`src/rtl/poly_msg_acc_pkg.sv`:
```
// Shared constants for the polynomial accumulate pass.
// Assumes coefficients are stored reduced, below the modulus.
package poly_msg_acc_pkg;
    localparam int unsigned PMA_N  = 256;   // coefficients per polynomial
    localparam int unsigned PMA_CW = 12;    // coefficient width
    localparam int unsigned PMA_Q  = 3329;  // modulus
endpackage

```
`src/rtl/pma_seq.sv`:
```
// Pass sequencer: issues reads 0..N-1 and, one cycle later, the matching
// writes. Assumes a memory with one cycle of read latency.
// start is taken only when neither reads nor writes are outstanding.
module pma_seq #(
    parameter int unsigned N  = 256,
    parameter int unsigned AW = $clog2(N)
) (
    input  logic          clk,
    input  logic          rst_n,
    input  logic          start,
    output logic          rd_en,
    output logic [AW-1:0] rd_idx,
    output logic          wr_en,
    output logic [AW-1:0] wr_idx,
    output logic          busy,
    output logic          done
);
    localparam logic [AW-1:0] LAST = AW'(N - 1);

    logic          issuing;
    logic [AW-1:0] rd_ptr;
    logic          pend;
    logic [AW-1:0] widx;
    logic          done_q;

    // Read issue, write scheduling aligned with read data, end pulse.
    always_ff @(posedge clk) begin
        if (!rst_n) begin
            issuing <= 1'b0;
            rd_ptr  <= '0;
            pend    <= 1'b0;
            widx    <= '0;
            done_q  <= 1'b0;
        end else begin
            if (!busy && start) begin
                issuing <= 1'b1;
                rd_ptr  <= '0;
            end else if (issuing) begin
                if (rd_ptr == LAST) issuing <= 1'b0;
                else                rd_ptr  <= rd_ptr + 1'b1;
            end
            pend <= issuing;
            if (issuing) widx <= rd_ptr;
            done_q <= pend && (widx == LAST);
        end
    end

    assign rd_en  = issuing;
    assign rd_idx = rd_ptr;
    assign wr_en  = pend;
    assign wr_idx = widx;
    assign busy   = issuing | pend;
    assign done   = done_q;
endmodule

```
`src/rtl/pma_msg_term.sv`:
```
// One-bit message expansion: selects bit idx of the message and maps it to
// 0 or round(Q/2). Purely combinational.
module pma_msg_term #(
    parameter int unsigned N  = 256,
    parameter int unsigned AW = $clog2(N),
    parameter int unsigned CW = 12,
    parameter int unsigned Q  = 3329
) (
    input  logic [N-1:0]  msg,
    input  logic [AW-1:0] idx,
    output logic [CW-1:0] term
);
    localparam logic [CW-1:0] HALF_Q = CW'((Q + 1) / 2);

    // Bit select and expansion.
    always_comb term = msg[idx] ? HALF_Q : '0;
endmodule

```
`src/rtl/pma_modadd3.sv`:
```
// Three-operand modular adder. Assumes every operand is below Q, so the
// sum is below 3Q and two conditional subtractions fully reduce it.
module pma_modadd3 #(
    parameter int unsigned CW = 12,
    parameter int unsigned Q  = 3329
) (
    input  logic [CW-1:0] x,
    input  logic [CW-1:0] y,
    input  logic [CW-1:0] z,
    output logic [CW-1:0] r
);
    localparam int unsigned SW = CW + 2;
    localparam logic [SW-1:0] QS = SW'(Q);

    logic [SW-1:0] sum, s1, s2;

    // Raw sum and two-step reduction.
    always_comb begin
        sum = SW'(x) + SW'(y) + SW'(z);
        s1  = (sum >= QS) ? sum - QS : sum;
        s2  = (s1  >= QS) ? s1  - QS : s1;
        r   = s2[CW-1:0];
    end
endmodule

```
`src/rtl/poly_msg_acc.sv`:
```
// Top: streams two banks in lockstep, adds the expanded message term,
// reduces mod Q and writes the result in place into bank A.
// Assumes msg stays stable while busy and both banks have 1-cycle reads.
module poly_msg_acc
    import poly_msg_acc_pkg::*;
#(
    parameter int unsigned N  = PMA_N,
    parameter int unsigned CW = PMA_CW,
    parameter int unsigned Q  = PMA_Q,
    parameter int unsigned AW = $clog2(N)
) (
    input  logic          clk,
    input  logic          rst_n,
    input  logic          start,
    input  logic [N-1:0]  msg,
    output logic          busy,
    output logic          done,
    output logic          a_re,
    output logic [AW-1:0] a_raddr,
    input  logic [CW-1:0] a_rdata,
    output logic          a_we,
    output logic [AW-1:0] a_waddr,
    output logic [CW-1:0] a_wdata,
    output logic          b_re,
    output logic [AW-1:0] b_raddr,
    input  logic [CW-1:0] b_rdata
);
    logic          rd_en, wr_en;
    logic [AW-1:0] rd_idx, wr_idx;
    logic [CW-1:0] mterm;

    pma_seq #(.N(N), .AW(AW)) u_seq (
        .clk(clk), .rst_n(rst_n), .start(start),
        .rd_en(rd_en), .rd_idx(rd_idx),
        .wr_en(wr_en), .wr_idx(wr_idx),
        .busy(busy), .done(done)
    );

    pma_msg_term #(.N(N), .AW(AW), .CW(CW), .Q(Q)) u_msg (
        .msg(msg), .idx(wr_idx), .term(mterm)
    );

    pma_modadd3 #(.CW(CW), .Q(Q)) u_add (
        .x(a_rdata), .y(b_rdata), .z(mterm), .r(a_wdata)
    );

    // Both banks share one read address stream; writes go to bank A only.
    assign a_re    = rd_en;
    assign b_re    = rd_en;
    assign a_raddr = rd_idx;
    assign b_raddr = rd_idx;
    assign a_we    = wr_en;
    assign a_waddr = wr_idx;
endmodule

```
`config.mk`:
```
export PLATFORM = sky130hd
export DESIGN_NAME = poly_msg_acc
export DESIGN_NICKNAME = d
export VERILOG_FILES = /design/src/rtl/poly_msg_acc_pkg.sv /design/src/rtl/pma_seq.sv /design/src/rtl/pma_msg_term.sv /design/src/rtl/pma_modadd3.sv /design/src/rtl/poly_msg_acc.sv
export SDC_FILE = /design/constraint.sdc
export NUM_CORES = 1
export LEC_CHECK = 0
export BUFFER_PORTS_ARGS = -buffer_cell sky130_fd_sc_hd__buf_2
export CORE_AREA = 2 2 127 129
export CTS_CLUSTER_SIZE = 28
export DETAILED_ROUTE_END_ITERATION = 6
export DIE_AREA = 0 0 129 131
export PLACE_DENSITY = 0.64
export SETUP_SLACK_MARGIN = 0.2
export SLEW_MARGIN = 10
export SYNTH_ARGS = -nofsm -noshare
export SYNTH_HDL_FRONTEND = slang
export SYNTH_SLANG_ARGS = --single-unit
```
`constraint.sdc`:
```
create_clock -name clk -period 10.75 [get_ports clk]
set_clock_uncertainty 0.1 [all_clocks]
set_input_delay 0.5375 -clock clk [delete_from_list [all_inputs] [get_ports clk]]
set_output_delay 0.5375 -clock clk [all_outputs]
set_load 0.005 [all_outputs]
```
# Yosys cells after proc, flatten, opt, wreduce, memory -nomap -nowiden
# Cells that the tools add are included.
# totals
ff_bits	19
output_inout_bits	41
# classes
n_addsub	5
magnitude_cmp	3
n_eq_ne	2
mux	8
bitwise_logic	3
n_reduce_logical	5
# ops
cell	count
greater-or-equal comparator 14 x 12 -> 1 bit, second input constant	2
equality test 8 bit, second input constant	2
adder 14 x 11 -> 14 bit	1
two-way mux 14 bit	1
subtractor 14 x 12 -> 14 bit, second input constant	1
adder 12 x 12 -> 13 bit	1
two-way mux 12 bit	1
subtractor 12 bit, second input constant	1
two-way mux 11 bit	1
< comparator 8 x 9 -> 1 bit, second input constant	1
adder 8 x 1 -> 8 bit, second input constant	1
binary-select mux 1 bit (select 8 bit)	1
two-way mux 1 bit	4
logical AND 1 bit	2
inverter 1 bit	2
AND reduction 2 bit	1
OR reduction 2 bit	1
logical NOT 1 bit	1
bitwise OR 1 bit	1

# Depth between registers and ports, before layout
# depth
ltp_word	8
mapped_depth	27

# Hierarchy
# From an unflattened synthesis, not the netlist that was laid out.
# hier_totals
hier_cells	624
area_unflattened_um2	5397.7
# modules_own_cells
mod	instances	cells_per_inst	area_per_inst_um2	seq_area_each_um2
pma_msg_term	1	232	2308.5	0.0
pma_modadd3	1	296	2168.3	0.0
pma_seq	1	87	853.3	380.4
poly_msg_acc	1	9	67.6	0.0

# Least setup slack after synthesis
# Ideal clock, no wire load.
# synth_path
path_kind	register to output
start	register u_seq.widx[0] (netlist: u_seq.wr_idx[0])
end	output a_wdata[3]
t_arrival_ns	7.165
required_time_ns	10.113
path_slack_ns	2.947
stages_incl_launch_ff	25
n_path_buf	4
cell_sequence	dfxtp_1 -> buf_1 -> buf_1 -> mux4_2 -> mux4_2 -> mux4_2 -> mux4_2 -> ha_1 -> ha_1 -> inv_1 -> nor2_1 -> or4_1 -> a211o_1 -> a211oi_1 -> o211ai_1 -> a21oi_1 -> buf_2 -> buf_1 -> xnor2_1 -> ha_1 -> o211ai_1 -> a32oi_1 -> o22ai_2 -> a221o_1 -> nand3_1
# synth_via
elab_chain_cells	8
# synth_rtl
element	line_no	text
start: declaration	pma_seq.sv:23	logic [AW-1:0] widx;
start signal: assignment	pma_seq.sv:43	if (issuing) widx <= rd_ptr;
binary-select mux 1 bit (select 8 bit) *	pma_msg_term.sv:16	always_comb term = msg[idx] ? HALF_Q : '0;
two-way mux 1 bit (implied by the code) *	pma_msg_term.sv:16	
two-way mux 11 bit *	pma_msg_term.sv:16	
adder 14 x 11 -> 14 bit *	pma_modadd3.sv:19	sum = SW'(x) + SW'(y) + SW'(z);
subtractor 14 x 12 -> 14 bit / greater-or-equal comparator 14 x 12 -> 1 bit (equally long branches)	pma_modadd3.sv:20	s1 = (sum >= QS) ? sum - QS : sum;
two-way mux 14 bit *	pma_modadd3.sv:20	
subtractor 12 bit / greater-or-equal comparator 14 x 12 -> 1 bit (equally long branches)	pma_modadd3.sv:21	s2 = (s1 >= QS) ? s1 - QS : s1;
two-way mux 12 bit *	pma_modadd3.sv:21	
end: declaration	poly_msg_acc.sv:23	output logic [CW-1:0] a_wdata,
# Every way passes the cells marked *; elsewhere a longest branch is shown, timed or not. The select of a mux whose other input is x is not followed.

# Worst setup path after layout
# layout_path
start	register u_seq.widx[0] (netlist: u_seq.wr_idx[0])
end	output a_wdata[11]
# Same word-level chain as after synthesis.

==> impl_metrics.ini <==
[run_status]
outcome = completed

[detailed_routing]
vias = 5741
wire_per_inst_um = 20.7
drt_iter0_drc = 405
drc = 0
viasPerCell = 5.62
dr.pass1.iters = 5
totalWireLength_um = 21100
postRouteAntennaNets = 0

[clock_tree]
post_cts_resized = 0
clk_latency_ns = 0.25
numCtsBuffers = 3
cts_setup_buffers = 0
clock-sinks = 19
ctsLongestPathBuffers = 2
cts_tree = built
postCtsHoldBufs = 0
root_buffer = clkbuf_16
h-tree-depth = 1
clk_pin_slew_worst_paths_ns = 0.06

[final_layout]
synthToLayoutAreaGrowth_pct = 35.8
fin_util = 0.444
final_common_cell = buf_2
drive_above_1_share = 0.560
seqCellArea_sq_um = 385
final_cell_mix = 323 x buf_2, 85 x mux4_2, 46 x nor2_1
multiInputGateArea_sq_mm = 0.00450
final_area_sq_mm = 0.00693
final_net_count = 1112
fillCellCount = 1542

[synth]
postSynthAreaPerCell_sq_um = 9.99
synth.distinct_cells = 79
synthMuxAreaShare = 0.401
synth-xor-area-share = 0.0799
synth_adder_area_share = 0.0603
synthesis.nets = 818
yosysTopAreaCellShare = 0.375
ys_ff_latch = 19
synth_cells = 511
synth-main-ff-cell = dfxtp_1
synth_top_family_by_area = multiplexers
async_flop_share = 0
synthTopCellsByArea = mux4_2 38%, dfxtp_1 7.5%, ha_1 5.6%
synth_compound_area_frac = 0.179
synth-simple-area-share = 0.160
synth_top_area_cell = mux4_2
ys_warn_count = 0
netlist_area_sq_mm = 0.00510
ys_seq_area_frac = 0.0745
synth_edf_count = 0

[grt]
antenna_found_initial = 4
grt_pass1_wl_um = 31400
grt-ovfl-total = 0
grt_usage = 0.243
first_global_vias = 5654
grt_max_degree = 45

[critical_path]
cp-start-kind = register
crit_required_ns = 10.11
crit_path_end = a_wdata[11]
r2r-end = u_seq.rd_idx[7]
reg2reg_from = u_seq.rd_idx[0]
endpoint_kind = primary output
r2r_cells = 7
r2r_slack_ns = 8.79
worstSetupStartpoint = u_seq.wr_idx[0]
crit_fanout = 40
critical_path_class = register to primary output
cp_data_arrival_time_ns = 7.95

[sta]
clock.fmax_mhz = 116
setup_violations = 0
layout_min_cycle_time_ns = 8.59
hold_viol_final = 0
fin_tns_setup_ns = 0
rsz0062_at_grt = false
slew_headroom = 0.291
timing.hold.ws_ns = 0.376
worst_pin_slew_ns = 1.06
slew_violations = 0
fin_crit_sh = 0.799

[placement]
post-dp-hpwl_um = 18100
port_buffers = 323
gp_congestion = 1.04
placed_area_sq_mm = 0.00685

[floorplan]
die_area_sq_mm = 0.0169
die_w_um = 129
rows = 46
core_area_sq_mm = 0.0156
die_h_um = 131
io_pins = 324
initial_utilization = 0.327

[flow_run]
max-cap-violations = 0

[power_and_ir_drop]
ir_drop_uv = 72.7
power.density_mw_per_mm2 = 101
cellLeakagePower_nw = 2.87

[min_path]
hold_path_class = register to register
critical path: stages (launching register included):
cell       delay (ns)
dfxtp_4          0.82
buf_4            0.48
mux4_2           0.56
mux4_2           0.51
mux4_2           0.47
mux4_2           0.55
ha_1             0.28
ha_1             0.23
inv_1            0.11
a2111oi_2        0.07
o211ai_2         0.34
nor2_1           0.12
a2111oi_0        0.46
nor4_1           0.15
mux2_2           0.29
a21o_1           0.42
mux2i_1          0.53
o21ai_1          0.25
and4_4           0.26
or4_1            0.46
o2111ai_1        0.12
buf_2            0.15
cells by family (layout without fill, tap and decap cells):
logic type	after synthesis	in the layout
muxes	98	98
and+or+nand+nor	158	158
DFF	19	19
buffers and inverters	50	343
other	0	2
adders and majority gates	24	24
AOI/OAI and AO/OA	118	118
xor gates and xnor gates	44	44
Yosys cell counts, types with 5 or more instances:
| library cell | n |
|---|---|
| a21oi_1 | 21 |
| nor3_1 | 14 |
| a211oi_1 | 8 |
| clkbuf_1 | 14 |
| o211ai_1 | 8 |
| nand3_1 | 16 |
| ha_1 | 23 |
| inv_1 | 11 |
| or3_1 | 7 |
| xnor2_1 | 31 |
| mux4_2 | 85 |
| buf_4 | 10 |
| nand4_1 | 6 |
| xor2_1 | 10 |
| o21ai_0 | 15 |
| buf_1 | 12 |
| nor2_1 | 46 |
| dfxtp_1 | 19 |
| nand2_1 | 31 |
| nor2b_1 | 11 |
| o21a_1 | 6 |
| o31ai_1 | 5 |
| mux2i_1 | 11 |
worst min-delay path by stage:
stage                           start          to  slack [ns]  cells after the start
after floorplan           u_seq.wr_en  u_seq.done        0.35                      2
after global placement    u_seq.wr_en  u_seq.done        0.36                      2
after detailed placement  u_seq.wr_en  u_seq.done        0.37                      2
after CTS                 u_seq.wr_en  u_seq.done        0.38                      2
after global routing      u_seq.wr_en  u_seq.done        0.38                      2
final                     u_seq.wr_en  u_seq.done        0.38                      2
sequential cells by signal, indices dropped and copies added (netlist names):
register and cells:
u_seq.done 1, u_seq.rd_en 1, u_seq.rd_idx 8, u_seq.wr_en 1, u_seq.wr_idx 8
power breakdown:
group | leakage [nW] | internal (W) | switching, W
registers | 0.155 | 0.0000714 | 0.00000552
clock network | 0.0409 | 0.0000499 | 0.0000282
logic | 2.67 | 0.000255 | 0.000289
total | 2.87 | 0.000376 | 0.000323
per-stage QoR:
step	worst slack, ns	total power (W)	cells
floorplan	2.95	0.000446	511
global placement	2.59	0.000617	1016
detailed placement	2.46	0.000617	1016
CTS	2.18	0.000698	1020
global route	1.55	0.000760	1021
finish	2.16	0.000699	1022
final cells by class:
type,instances,area share
antenna,2,0.000722
clock buffer,3,0.0108
clock inverter,1,0.000722
inverter,11,0.00596
multi-input combinational,442,0.649
sequential,19,0.0556
tap,216,0.0390
timing repair buffer,328,0.239
routing by layer:
metal  up-vias  part of all wire  GRT usage
met2       322              0.48      0.414
met5         -           0.00080          0
met3        24              0.10     0.0704
li1       2651                 -          -
met1      2742              0.40      0.313
met4         2             0.015     0.0409
(Power assumes the default switching activity.)
